--- config.mk ---
export PLATFORM = sky130hd
export DESIGN_NAME = irqc_top
export DESIGN_NICKNAME = d
export VERILOG_FILES = /design/src/rtl/irqc_pkg.sv /design/src/rtl/irqc_edge.sv /design/src/rtl/irqc_regs.sv /design/src/rtl/irqc_prio.sv /design/src/rtl/irqc_top.sv
export SDC_FILE = /design/constraint.sdc
export NUM_CORES = 1
export LEC_CHECK = 0
export ABC_CLOCK_PERIOD_IN_PS = 2800
export CAP_MARGIN = 20
export CORE_MARGIN = 1.5
export CORE_UTILIZATION = 44
export DETAILED_ROUTE_END_ITERATION = 10
export GPL_ROUTABILITY_DRIVEN = 0
export GPL_TIMING_DRIVEN = 1
export PLACE_DENSITY = 0.87
export SYNTH_ARGS = -nofsm -noshare
export SYNTH_HDL_FRONTEND = slang
export SYNTH_SLANG_ARGS = --single-unit
export TNS_END_PERCENT = 100
--- constraint.sdc ---
create_clock -name clk -period 2.8 [get_ports clk]
set_clock_uncertainty 0.1 [all_clocks]
set_input_delay 0.7 -clock clk [delete_from_list [all_inputs] [get_ports clk]]
set_output_delay 0.7 -clock clk [all_outputs]
set_load 0.02 [all_outputs]
--- src/rtl/irqc_pkg.sv ---
package irqc_pkg;
  localparam int SRC_W   = 32;
  localparam int IPL_W   = 3;
  localparam int VEC_W   = 8;
  localparam int NUM_GRP = 3;
  localparam int DMA_BIT = 26;

  // groups listed in ascending priority; the encoder relies on this order
  localparam logic [SRC_W-1:0] GRP_BITS [NUM_GRP] =
    '{32'h0000_3FFF, 32'h0006_0000, 32'h1C00_0000};
  localparam logic [IPL_W-1:0] GRP_LVL [NUM_GRP] = '{3'd3, 3'd5, 3'd6};
  localparam logic [VEC_W-1:0] GRP_VEC [NUM_GRP] = '{8'd27, 8'd29, 8'd30};

  localparam logic [SRC_W-1:0] ALL_GRP_BITS = GRP_BITS[0] | GRP_BITS[1] | GRP_BITS[2];
endpackage

--- src/rtl/irqc_edge.sv ---
module irqc_edge
  import irqc_pkg::*;
#(
  parameter int W = SRC_W
) (
  input  logic         clk,
  input  logic         rst_n,
  input  logic [W-1:0] src_i,
  output logic [W-1:0] rise_o,
  output logic [W-1:0] fall_o
);
  logic [W-1:0] prev_q;
  logic [W-1:0] prev_d;

  always_comb begin
    prev_d = src_i;
    rise_o = src_i & ~prev_q;
    fall_o = ~src_i & prev_q;
  end

  always_ff @(posedge clk or negedge rst_n) begin
    if (!rst_n) prev_q <= '0;
    else        prev_q <= prev_d;
  end
endmodule

--- src/rtl/irqc_regs.sv ---
module irqc_regs
  import irqc_pkg::*;
#(
  parameter int W    = SRC_W,
  parameter int DBIT = DMA_BIT
) (
  input  logic         clk,
  input  logic         rst_n,
  input  logic [W-1:0] rise_i,
  input  logic [W-1:0] fall_i,
  input  logic         host_we,
  input  logic         host_sel,
  input  logic [W-1:0] host_wdata,
  input  logic         dmamode_we,
  input  logic         dmamode_on,
  output logic [W-1:0] status_q,
  output logic [W-1:0] mask_q
);
  logic [W-1:0] status_d;
  logic [W-1:0] set_v;
  logic [W-1:0] clr_v;
  logic         mask_en;

  always_comb begin
    set_v    = rise_i & ~mask_q;
    clr_v    = fall_i & ~mask_q;
    mask_en  = host_we & host_sel;
    status_d = status_q;
    if (host_we && !host_sel) status_d = host_wdata;
    status_d = (status_d | set_v) & ~clr_v;
    if (dmamode_we) status_d[DBIT] = dmamode_on;
  end

  always_ff @(posedge clk or negedge rst_n) begin
    if (!rst_n) status_q <= '0;
    else        status_q <= status_d;
  end

  always_ff @(posedge clk or negedge rst_n) begin
    if (!rst_n)       mask_q <= '0;
    else if (mask_en) mask_q <= host_wdata;
  end
endmodule

--- src/rtl/irqc_prio.sv ---
module irqc_prio
  import irqc_pkg::*;
#(
  parameter int W = SRC_W
) (
  input  logic [W-1:0]     status_i,
  input  logic [W-1:0]     mask_i,
  output logic [IPL_W-1:0] ipl_o,
  output logic [VEC_W-1:0] vec_o
);
  logic [W-1:0]       live;
  logic [NUM_GRP-1:0] hit;

  assign live = status_i & ~mask_i;

  for (genvar g = 0; g < NUM_GRP; g++) begin : g_grp
    assign hit[g] = |(live & GRP_BITS[g]);
  end

  always_comb begin
    ipl_o = '0;
    vec_o = '0;
    for (int g = 0; g < NUM_GRP; g++) begin
      if (hit[g]) begin
        ipl_o = GRP_LVL[g];
        vec_o = GRP_VEC[g];
      end
    end
  end
endmodule

--- src/rtl/irqc_top.sv ---
module irqc_top
  import irqc_pkg::*;
(
  input  logic             clk,
  input  logic             rst_n,
  input  logic [SRC_W-1:0] src_i,
  input  logic             host_we,
  input  logic             host_sel,
  input  logic [SRC_W-1:0] host_wdata,
  output logic [SRC_W-1:0] host_rdata,
  input  logic             dmamode_we,
  input  logic             dmamode_on,
  output logic [IPL_W-1:0] ipl_o,
  output logic [VEC_W-1:0] vec_o
);
  logic [1:0]       rst_sync_q;
  logic             rst_int_n;
  logic [SRC_W-1:0] rise_w;
  logic [SRC_W-1:0] fall_w;
  logic [SRC_W-1:0] status_w;
  logic [SRC_W-1:0] mask_w;

  always_ff @(posedge clk or negedge rst_n) begin
    if (!rst_n) rst_sync_q <= 2'b00;
    else        rst_sync_q <= {rst_sync_q[0], 1'b1};
  end
  assign rst_int_n = rst_sync_q[1];

  irqc_edge #(.W(SRC_W)) u_edge (
    .clk(clk), .rst_n(rst_int_n), .src_i(src_i),
    .rise_o(rise_w), .fall_o(fall_w)
  );

  irqc_regs #(.W(SRC_W), .DBIT(DMA_BIT)) u_regs (
    .clk(clk), .rst_n(rst_int_n), .rise_i(rise_w), .fall_i(fall_w),
    .host_we(host_we), .host_sel(host_sel), .host_wdata(host_wdata),
    .dmamode_we(dmamode_we), .dmamode_on(dmamode_on),
    .status_q(status_w), .mask_q(mask_w)
  );

  irqc_prio #(.W(SRC_W)) u_prio (
    .status_i(status_w), .mask_i(mask_w), .ipl_o(ipl_o), .vec_o(vec_o)
  );

  assign host_rdata = host_sel ? mask_w : status_w;
endmodule

=== Yosys cells after proc, flatten, opt, wreduce, memory -nomap -nowiden ===
Index checks and enable logic that the tools add are counted.

* Input bits: 70
* Word-level logic and storage cells: 30
* Output and inout port bits: 43
* Register bits: 98

* Multiplexer cells: 9
* Reduce and logical (&&, ||, !) cells: 5
* Bitwise operators: 12

{| class="wikitable"
|+ Operators with widths
! cell !! count
|-
| 32-bit bitwise AND || 5
|-
| 32-bit inverter || 4
|-
| 32-bit 2-to-1 mux || 2
|-
| 32-bit OR || 1
|-
| 29-bit bitwise AND || 1
|-
| 8-bit 2-to-1 mux || 2
|-
| 14-bit OR reduction || 1
|-
| 3-bit 2-to-1 mux || 2
|-
| 5-bit 2-to-1 mux || 1
|-
| 3-bit OR reduction || 1
|-
| 2-bit 2-to-1 mux || 1
|-
| 2-bit OR reduction || 1
|-
| 1-bit bitwise AND || 1
|-
| 1-bit logical AND || 1
|-
| 1-bit zero test || 1
|-
| 1-bit 2-to-1 mux || 1
|}

=== Depth between registers and ports, before layout ===
Gate-level depths: netlist of run 1.

* Word-level depth: 6
* Depth in mapped cells: 7
* Depth with buffers taken out: 5

=== Hierarchy ===
From an unflattened synthesis of run 1, not the netlist that was laid out.

* Cells, all modules: 447
* Area total of the unflattened synthesis: 4992.3 sq um

{| class="wikitable"
|+ By module, submodules not included
! module !! area each (sq um) !! cells each !! seq. area each (sq um) !! times used
|-
| irqc_regs || 2798.9 || 269 || 1601.5 || 1
|-
| irqc_edge || 1361.3 || 96 || 800.8 || 1
|-
| irqc_top || 598.1 || 39 || 50.0 || 1
|-
| irqc_prio || 234.0 || 43 || 0.0 || 1
|}

=== Worst setup path before layout of run 1 ===
OpenSTA, ideal clock, no wires.

* Kind: reg-to-output
* Start point: reg u_regs.status_q[2]
* End point: out vec_o[4]
* Path slack: 0.176 ns
* Path buffers: 1
* Required time: 2.000 ns
* Cell stages (with the launch flop): 7
* Data arrival time: 1.824 ns
* Path through: dfrtp_1 > nor2b_1 > a2111oi_4 > o2111ai_2 > nor4_4 > nand3_1 > buf_4

* Word-level cells in the longest chain between the ends: 5

{| class="wikitable"
|+ Ends and longest elaborated chain
! what !! line !! source
|-
| from (decl) || irqc_regs.sv:16 || <nowiki>output logic [W-1:0] status_q,</nowiki>
|-
| from (signal assigned) || irqc_regs.sv:36 || <nowiki>else status_q <= status_d;</nowiki>
|-
| 29-bit bitwise AND || irqc_prio.sv:14 || <nowiki>assign live = status_i & ~mask_i;</nowiki>
|-
| 14-bit OR reduction || irqc_prio.sv:17 || <nowiki>assign hit[g] = |(live & GRP_BITS[g]);</nowiki>
|-
| 5-bit 2-to-1 mux || irqc_prio.sv:24 || <nowiki>if (hit[g]) begin</nowiki>
|-
| 8-bit 2-to-1 mux (2 in series) || irqc_prio.sv:24 ||
|-
| to (decl) || irqc_top.sv:14 || <nowiki>output logic [VEC_W-1:0] vec_o</nowiki>
|}

No other way between the ends.

=== Worst setup path in the final report of run 1 ===
Ends and elaborated chain as after synthesis.

==> results by group, run 1 <==
Status
  • Failing checks: setup timing
  • Status: finished, violations left

Route
  • Final wirelength: between 10000 and 15000 um
  • First-pass DRT Iterations: 4
  • Detail Route Antenna Nets: 0
  • Vias: between 3000 and 4000
  • DRC: 0
  • Initial DRC count: 70
  • Via density per instance: 5.11
  • WL/cell: roughly 16 um

Critical path
  • Slowest-stage cell, CP: dfrtp_1
  • Worst-path cell chain: nor2b_4 -> a2111oi_4 -> o2111ai_2 -> nor4_4 -> nand3_2 -> buf_6
  • Largest stage delay on the critical path: about 390 ps
  • Arrival @ worst endpoint: between 2000 and 2500 ps
  • Delay-heaviest family, CP: simple AND/OR/NAND/NOR gates
  • CP Capture Type: output pin
  • WS Path Type: reg -> out
  • Max FO, Critical Path: 3
  • CP Launch Type: flop
  • CP Buf/Inv Count: 1
  • Worst path required time: about 2000 ps

Global route
  • First-pass GRT wire length: around 16000 um
  • Vias in the first global route: around 3400
  • Antenna violations before repair: 0
  • Largest net degree at the start of global routing: roughly 50
  • Grt total ovfl: 0
  • Gr usage total: between 10% and 20%

Clock network
  • Max H-tree Level: 3
  • Clock latency on the worst-skew pair: 350 ps
  • Clock transition at path regs: roughly 90 ps
  • Clock sinks: just under 100
  • CTS buffer count: 9
  • CTS root buf: clkbuf_8
  • Longest Clk Path Bufs: 2
  • TritonCTS clock tree: built
  • CTS Hold Buffers Added: 0

Timing
  • Worst rel slew slack: approximately 55%
  • Worst Max-Slew Pin Slew: around 670 ps
  • Fin crit period: approximately 2800 ps
  • Worst setup margin: -49.2 ps
  • Final setup vio count: 6
  • Fmax: around 0.35 GHz
  • Final Hold Fails: 0
  • Period utilization: 102%
  • Hold slack: between 200 and 300 ps
  • RSZ-0062 raised after global routing: true
  • Final Slew Violations: 0

Power
  • Sw frac: 29.7%
  • Pwr Total: around 3.7 mW
  • Combinational power share: between 20% and 30%
  • NetSw: 1.11 mW
  • Reg power frac: ~47%
  • Maximum vdd ir drop: about 310 uV
  • Internal: between 2 and 3 mW
  • Static Leak: 2.67 nW
  • PwrDens: between 600 and 700 mW/mm2
  • Clock power share: a little under a quarter

Synth
  • Mapped Avg Cell Area: between 10 and 15 um2
  • Yosys cell types: 29
  • Mapped Cells: between 300 and 400
  • Seq cells post-synth: 98
  • Synth Warn #: 0
  • Post-synth top area cell: dfrtp_1
  • Synthesized cell area: 0.00444 mm2
  • Area contributors post-synth: dfrtp_1 (55%), mux2_2 (14%), mux2i_1 (7.2%)
  • Top-area cell type share of the netlist area: 55.2%
  • Sequential share of the synthesized area: 55.2%

Placed design
  • Port-buffer cells: roughly 110
  • Final HPWL DP: ~7300 um
  • DP Cell Count: around 620

Floorplan
  • Starting Density: between 40% and 50%
  • Num rows: 36
  • Die Y: 103 um
  • I/O Pins: ~110
  • Die area: ~0.011 mm2
  • Die width: between 100 and 150 um
  • Core Area: just under 0.01 mm2

Final layout
  • Nets: about 570
  • Fraction of layout cells with a size suffix above 1: between 20% and 30%
  • Finished Layout Cells: ~640
  • Area growth from synthesis to layout: 35.2%
  • Antenna cells: 0
  • Post-layout util: between 60% and 70%

Run
  • Max-cap violations: 0

Hold path
  • Worst Hold Class: reg -> reg
==> cell families (layout without fill, tap and decap cells) <==
group	Yosys count	in the layout	synth area share, %
flops	98	98	55.2
compound gates	88	88	11.4
other cells	2	4	0.169
buf+inv	33	161	3.49
mux	89	89	21.7
simple gates	69	69	8.11
==> metal layers <==
| layer | GRT usage [%] | vias up | routed length [um] |
|---|---|---|---|
| li1 | - | 1573 | - |
| met1 | 24.7 | 1604 | 4410 |
| met2 | 32.6 | 94 | 5140 |
| met3 | 3.83 | 12 | 457 |
| met4 | 7.80 | 0 | 153 |
| met5 | 0 | - | 0 |
==> synth_stat cells <==
cell type / n
and2b_2: 1
a222oi_1: 1
buf_2: 4
a21o_1: 6
dfrtp_1: 98
mux2_2: 57
o22ai_1: 3
o2111ai_2: 1
nand2_1: 35
a2111oi_4: 1
nand3_1: 1
nor2b_1: 26
a22oi_1: 1
nor4_4: 1
clkbuf_1: 1
buf_4: 7
o21ai_0: 34
a22o_1: 1
a21boi_1: 1
nand2b_1: 2
mux2i_1: 32
inv_2: 1
and2b_1: 2
a21oi_1: 8
conb_1: 2
inv_1: 14
buf_1: 6
nor2_1: 1
o21ai_1: 31
==> worst reg2reg max path, delay by kind of cell, from the launching register on <==
family	cells	cell delay, ps
compound gates	2	170
buf+inv	2	260
flops	1	390
mux	1	170
simple gates	1	60
==> timing repair <==
action / CTS / global route
endpoints found under the setup margin: 8 / 8
pin swaps: 5 / 1
resized for setup: 35 / 3
setup buffers: 4 / 3
gates cloned: 0 / 0
==> layout make-up <==
class | instances | area, um2
clock inverter | 3 | 40.0
fill | 772 | 3770
timing repair buffer | 130 | 1270
tap | 133 | 166
multi-input combinational | 250 | 1860
clock buffer | 13 | 149
sequential | 98 | 2460
inverter | 15 | 56.3
==> flip-flops by register name, indices dropped and copies added, names as in the netlist <==
name             cells
rst_sync_q           2
u_edge.prev_q       32
u_regs.mask_q       32
u_regs.status_q     32
==> stage by stage <==
stage                     instance area (um2)  worst slack (ps)  setup TNS [ps]
after global placement                   5760              -136            -694
after detailed placement                 5760              -216           -1040
after CTS                                5970             -64.2            -232
final                                    6010             -49.2            -183
after floorplan                          4450               176               0
after global routing                     6010              -182            -985
==> layout by cell type, fill, tap and decap left out, types with 10 or more instances in the layout <==
cell type / instances
clkdlybuf4s50_1: 100
dfrtp_1: 97
mux2_2: 57
nand2_1: 34
o21ai_0: 34
mux2i_1: 32
o21ai_1: 31
nor2b_1: 25
buf_4: 18
inv_1: 14
clkbuf_8: 10
==> power by group through the flow <==
stage	Combinational [mW]	Clock (mW)	Sequential, mW
after global routing	1.18	0.981	1.78
after global placement	1.02	0	1.75
after CTS	1.07	0.923	1.75
after floorplan	0.612	0	1.74
after detailed placement	1.05	0	1.77
final	1.09	0.888	1.75
==> final timing paths <==
path	from	endpoint	slack [ps]	cells after the start
max in group asynchronous	rst_sync_q[1]$_DFF_PN0_	u_regs.status_q[29]$_DFF_PN0_	1630	1
max reg2reg	u_regs.status_q[2]$_DFF_PN0_	u_regs.status_q[2]$_DFF_PN0_	1540	6
max	u_regs.status_q[2]$_DFF_PN0_	vec_o[4]	-50	6
min in group asynchronous	rst_sync_q[1]$_DFF_PN0_	u_regs.mask_q[9]$_DFFE_PN0P_	270	0
min	rst_sync_q[0]$_DFF_PN0_	rst_sync_q[1]$_DFF_PN0_	250	0
min reg2reg	rst_sync_q[0]$_DFF_PN0_	rst_sync_q[1]$_DFF_PN0_	250	0
(Power assumes the default switching activity.)
==> run 2, diff against run 1 <==
Settings changed: CELL_PAD_IN_SITES_DETAIL_PLACEMENT from default to 1, CELL_PAD_IN_SITES_GLOBAL_PLACEMENT from default to 1, CORE_UTILIZATION 44 to 36, PLACE_DENSITY 0.87 to 0.88, SYNTH_HIERARCHICAL from default to 1.
==> run 2 against run 1 <==
The flow now finishes without violations. Worst hold slack worse by 3.8 ps. Cell area grew 9.6%. Sequential share of layout area decreased by 3.6 points. First-iteration DRC count rose by 94%. Flip-flop and latch count is the same. Non-clock buffer count shrank 10. Utilization shrank 12 points. Critical path type is now in -> out.
==> results by group, run 2 <==
Power
  • Maximum vdd ir drop: 310 uV
  • Combinational power share: a little over a quarter
  • Clock power share: 30.5%
  • Static Leak: approximately 3.0 nW
  • PwrDens: 626 mW/mm2
  • Reg power frac: approximately 43%
  • Internal: between 2 and 3 mW
  • Sw frac: between 20% and 30%
  • NetSw: 1.21 mW

Placed design
  • Port-buffer cells: between 100 and 150
  • Setup slack at placement: -6.96 ps
  • Final HPWL DP: ~10000 um

Hold path
  • Worst Hold Class: reg -> async

Timing
  • Hold slack: between 200 and 250 ps
  • Fmax: 0.361 GHz
  • RSZ-0062 raised after global routing: false
  • Final setup vio count: 0
  • Setup TNS: 0 ps
  • Final Slew Violations: 0
  • Worst setup margin: 27.1 ps
  • Fin crit period: between 2000 and 3000 ps
  • Worst Max-Slew Pin Slew: roughly 640 ps
  • Final Hold Fails: 0
  • Worst rel slew slack: 57.4%
  • Period utilization: between 90% and 100%

Floorplan
  • I/O Pins: 113
  • Die Y: about 120 um
  • Core Area: around 0.013 mm2
  • Num rows: between 40 and 50
  • Starting Density: between 30% and 40%
  • Die width: around 120 um
  • Die area: between 0.01 and 0.015 mm2

Synth
  • Post-synth top area cell: dfrtp_1
  • EDFF count, synth: 0
  • Synthesized cell area: around 0.0050 mm2
  • Top-area cell type share of the netlist area: between 40% and 50%
  • Seq cells post-synth: slightly below 100
  • Fraction of registers with async set/reset: 100%
  • Top cells by count, synth: dfrtp_1 (98), nand2_1 (96), and2b_2 (64)
  • Mapped Cells: roughly 450
  • Sequential share of the synthesized area: about half
  • Primary FF master, synth: dfrtp_1
  • Mapped Avg Cell Area: roughly 11 um2
  • Synth Warn #: 6
  • Area contributors post-synth: dfrtp_1 (49%), and2b_2 (11%), mux2_4 (9.0%)
  • Yosys cell types: 27
  • Top-count cell post-synth: dfrtp_1

Final layout
  • Nets: 630
  • Antenna cells: 0
  • Most common cell after layout, fill and taps aside: clkdlybuf4s50_1
  • Reg area: around 0.0025 mm2
  • Biggest registers after layout: u_edge/prev_q: 32 flops, u_regs/mask_q: 32 flops, u_regs/status_q: 32 flops
  • Multi-input gate area: around 0.0022 mm2
  • Most frequent cells in the layout: clkdlybuf4s50_1 (100), dfrtp_1 (97), nand2_1 (95), and2b_2 (64), inv_1 (52)
  • # fillers: ~1400
  • Area growth from synthesis to layout: 31.9%
  • Fraction of layout cells with a size suffix above 1: 28.3%

Clock network
  • Longest Clk Path Bufs: 2
  • Clock transition at path regs: 70 ps
  • TritonCTS clock tree: built
  • CTS buffer count: 9
  • CTS Hold Buffers Added: 0
  • Clock latency on the worst-skew pair: approximately 350 ps
  • CTS root buf: clkbuf_16
  • Clock sinks: roughly 100
  • Max H-tree Level: 3

Global route
  • Vias in the first global route: approximately 4300
  • Grt total ovfl: 0
  • First-pass GRT wire length: around 22000 um
  • Largest net degree at the start of global routing: between 50 and 60
  • Antenna violations before repair: 0
  • Gr usage total: approximately 20%

Critical path
  • Max FO, Critical Path: 18
  • Arrival @ worst endpoint: 1970 ps
  • WS Path Type: in -> out
  • CP Capture Type: output pin
  • Worst path required time: 2000 ps
  • CP Launch Type: input pin

Route
  • Via density per instance: between 5 and 6
  • Final wirelength: 13600 um
  • Initial DRC count: about 140
  • First-pass DRT Iterations: 4
  • WL/cell: ~18 um
  • Vias: about 3700
  • Detail Route Antenna Nets: 0
  • DRC: 0

Run
  • Max-cap violations: 0

Status
  • Status: complete, no violations
run 2: final cells by class:
type                       instances  share of cell area (%)
clock buffer                      12                    3.74
tap                              176                    3.35
multi-input combinational        279                    33.4
inverter                          52                    2.97
timing repair buffer             120                    18.4
clock inverter                     4                   0.779
sequential                        98                    37.3
run 2: critical path, stage by stage:
cell	delay [ps]
buf_2	160
buf_12	210
mux2_2	350
clkdlybuf4s50_1	540
run 2: repair_timing:
item	in CTS	in global routing
pin swaps	1	0
setup buffers	0	0
endpoints found under the hold margin	0	0
setup endpoints to repair	8	2
cloned	0	0
gates resized for setup	11	4
run 2: cell families (layout without fill, tap and decap cells):
logic type	after synthesis	count (layout)	synth area share [%]
buf+inv	72	188	7.29
compound gates	45	45	7.52
simple gates	166	166	19.2
flops	98	98	49.1
mux	64	64	16.7
other cells	2	4	0.150
run 2: worst paths after layout:
path | slack (ps) | depth (start not counted) | start | to
worst min register to register | 250 | 0 | rst_sync_q[1]$_DFF_PN0_ | u_edge/prev_q[20]$_DFF_PN0_
max in group asynchronous | 1620 | 1 | rst_sync_q[1]$_DFF_PN0_ | u_edge/prev_q[17]$_DFF_PN0_
min in group clk | 260 | 0 | rst_sync_q[0]$_DFF_PN0_ | rst_sync_q[1]$_DFF_PN0_
worst max-delay path | 30 | 4 | host_sel | host_rdata[30]
worst min-delay path | 250 | 0 | rst_sync_q[1]$_DFF_PN0_ | u_edge/prev_q[20]$_DFF_PN0_
worst max register to register | 1620 | 1 | rst_sync_q[1]$_DFF_PN0_ | u_edge/prev_q[17]$_DFF_PN0_
run 2: metal layers:
layer | GRT usage, % | part of all wire [%]
met1 | 22.2 | 41
met2 | 36.9 | 53
met3 | 3.54 | 3.8
met4 | 7.57 | 1.9
met5 | 0 | 0
run 2: power groups by stage:
stage               combinational [mW]  sequential [mW]  clock, mW
floorplan                        0.674             1.73          0
global placement                  1.07             1.76          0
finish                            1.11             1.75       1.26
global route                      1.19             1.78       1.34
detailed placement                1.13             1.78          0
CTS                               1.12             1.76       1.29
run 2: metrics by stage:
| step | total power [mW] | area [um2] | util [%] | std cells |
|---|---|---|---|---|
| after floorplan | 2.40 | 5000 | - | 449 |
| after detailed placement | 2.91 | 6290 | 46.9 | 725 |
| after global placement | 2.83 | 6290 | 46.9 | 725 |
| after global routing | 4.31 | 6580 | 49.1 | 741 |
| after CTS | 4.17 | 6590 | 49.2 | 741 |
| final | 4.12 | 6580 | 49.1 | 741 |
==> run 3, diff against run 2 <==
Settings changed: CAP_MARGIN 20 to default, CELL_PAD_IN_SITES_GLOBAL_PLACEMENT 1 to 2, CORE_UTILIZATION 36 to 29, PLACE_DENSITY 0.88 to 0.87.
==> run 3 against run 2 <==
Setup slack better by 25 ps. First-iteration DRC count is 34% lower. Cell count increased by 6.6%. Critical path type unchanged. Critical endpoint is now host_rdata[29]. Largest cell class unchanged.
==> results by group, run 3 (synthesis gave the netlist of run 2 again) <==
Floorplan
  • Die area: 0.0180 mm2
  • Starting Density: roughly 30%
  • Core Area: between 0.015 and 0.02 mm2
  • Die Y: about 130 um
  • Die width: 134 um
  • Num rows: 47
  • I/O Pins: around 110

Placed design
  • Port-buffer cells: about 110
  • Final HPWL DP: 9970 um

Final layout
  • Biggest registers after layout: u_edge/prev_q: 32 flops, u_regs/mask_q: 32 flops, u_regs/status_q: 32 flops
  • Multi-input gate area: roughly 0.0022 mm2
  • # fillers: roughly 1800
  • Area growth from synthesis to layout: 33.4%
  • Most common cell after layout, fill and taps aside: clkdlybuf4s50_1
  • Most frequent cells in the layout: clkdlybuf4s50_1 (99), dfrtp_1 (97), nand2_1 (95), and2b_2 (64), inv_1 (52)
  • Nets: 635
  • Reg area: 0.00246 mm2
  • Post-layout util: between 30% and 40%
  • Antenna cells: 0
  • Fraction of layout cells with a size suffix above 1: between 20% and 30%

Route
  • WL/cell: around 17 um
  • DRC: 0
  • Initial DRC count: 90
  • Detail Route Antenna Nets: 0
  • Final wirelength: approximately 13000 um
  • Vias: roughly 3700
  • First-pass DRT Iterations: 4
  • Via density per instance: about 4.6

Clock network
  • Clock latency on the worst-skew pair: between 300 and 400 ps
  • Clock sinks: just under 100
  • Max H-tree Level: 3
  • TritonCTS clock tree: built
  • Clock transition at path regs: 70 ps
  • CTS buffer count: 9
  • CTS Hold Buffers Added: 0
  • CTS root buf: clkbuf_16
  • Longest Clk Path Bufs: 2

Timing
  • Final setup vio count: 0
  • Worst Max-Slew Pin Slew: ~580 ps
  • Hold slack: ~230 ps
  • Final Slew Violations: 0
  • RSZ-0062 raised after global routing: true
  • Worst rel slew slack: between 60% and 70%
  • Final Hold Fails: 0
  • Fin crit period: ~2700 ps
  • Period utilization: a little over nine tenths
  • Setup TNS: 0 ps
  • Fmax: between 0.3 and 0.4 GHz

Global route
  • Vias in the first global route: ~4200
  • First-pass GRT wire length: between 20000 and 25000 um
  • Grt total ovfl: 0
  • Antenna violations before repair: 0
  • Largest net degree at the start of global routing: between 40 and 50
  • Gr usage total: 15.9%

Critical path
  • CP Capture Type: output pin
  • CP Buf/Inv Count: 3
  • Max FO, Critical Path: 6
  • Worst-path cell chain: buf_2 -> buf_4 -> mux2_2 -> clkdlybuf4s50_1
  • WS Path Type: in -> out
  • Delay-heaviest family, CP: buffers and inverters
  • Largest stage delay on the critical path: about 530 ps
  • Worst path required time: approximately 2000 ps
  • Slowest-stage cell, CP: clkdlybuf4s50_1
  • CP Launch Type: input pin
  • Arrival @ worst endpoint: 1950 ps

Run
  • Max-cap violations: 0

Power
  • PwrDens: between 600 and 700 mW/mm2
  • Pwr Total: 4.05 mW
  • Maximum vdd ir drop: between 200 and 300 uV
  • Static Leak: around 3.1 nW

Hold path
  • Worst Hold Class: reg -> async

Status
  • Status: complete, no violations
==> run 3: power breakdown <==
group	leakage, nW	internal (mW)	switching, mW
Clock	0.124	0.631	0.565
Combinational	1.78	0.612	0.498
Sequential	1.16	1.59	0.150
==> run 3: repair_timing <==
item                                    in CTS  in global routing
setup buffers                                0                  0
resized for setup                            7                  8
endpoints found under the setup margin       6                  6
==> run 3: final timing paths <==
path	start	slack, ps	endpoint	cells past startpoint
hold reg to reg	rst_sync_q[1]$_DFF_PN0_	230	u_edge/prev_q[18]$_DFF_PN0_	0
setup reg to reg	u_edge/prev_q[26]$_DFF_PN0_	1500	u_regs/status_q[26]$_DFF_PN0_	3
setup / recovery	host_sel	50	host_rdata[29]	4
min in group clk	rst_sync_q[0]$_DFF_PN0_	260	rst_sync_q[1]$_DFF_PN0_	0
hold / removal	rst_sync_q[1]$_DFF_PN0_	230	u_edge/prev_q[18]$_DFF_PN0_	0
max in group asynchronous	rst_sync_q[1]$_DFF_PN0_	1690	u_edge/prev_q[1]$_DFF_PN0_	1
==> run 3: routing by layer <==
layer	GRT usage, %	routed length (um)	up-vias	part of all wire, %
met5	0	0	-	0
met4	5.32	250	0	1.9
met3	3.59	662	15	4.9
met2	28.5	6830	92	51
met1	18.7	5720	1854	42
li1	-	-	1707	-
==> run 3: layout make-up <==
cell class | count | area share (%)
Sequential cell | 98 | 36.9
Inverter | 52 | 2.93
Tap cell | 220 | 4.13
Clock buffer | 11 | 3.65
Clock inverter | 5 | 0.583
Multi-Input combinational cell | 279 | 32.9
Timing Repair Buffer | 125 | 18.9
==> run 3: per-stage QoR <==
step / setup WS, ps / instances / instance area (um2)
floorplan: 413 / 449 / 5000
global placement: 45.3 / 774 / 6370
detailed placement: 38.3 / 774 / 6370
CTS: 0.473 / 790 / 6650
global route: -5.40 / 790 / 6660
finish: 51.8 / 790 / 6660
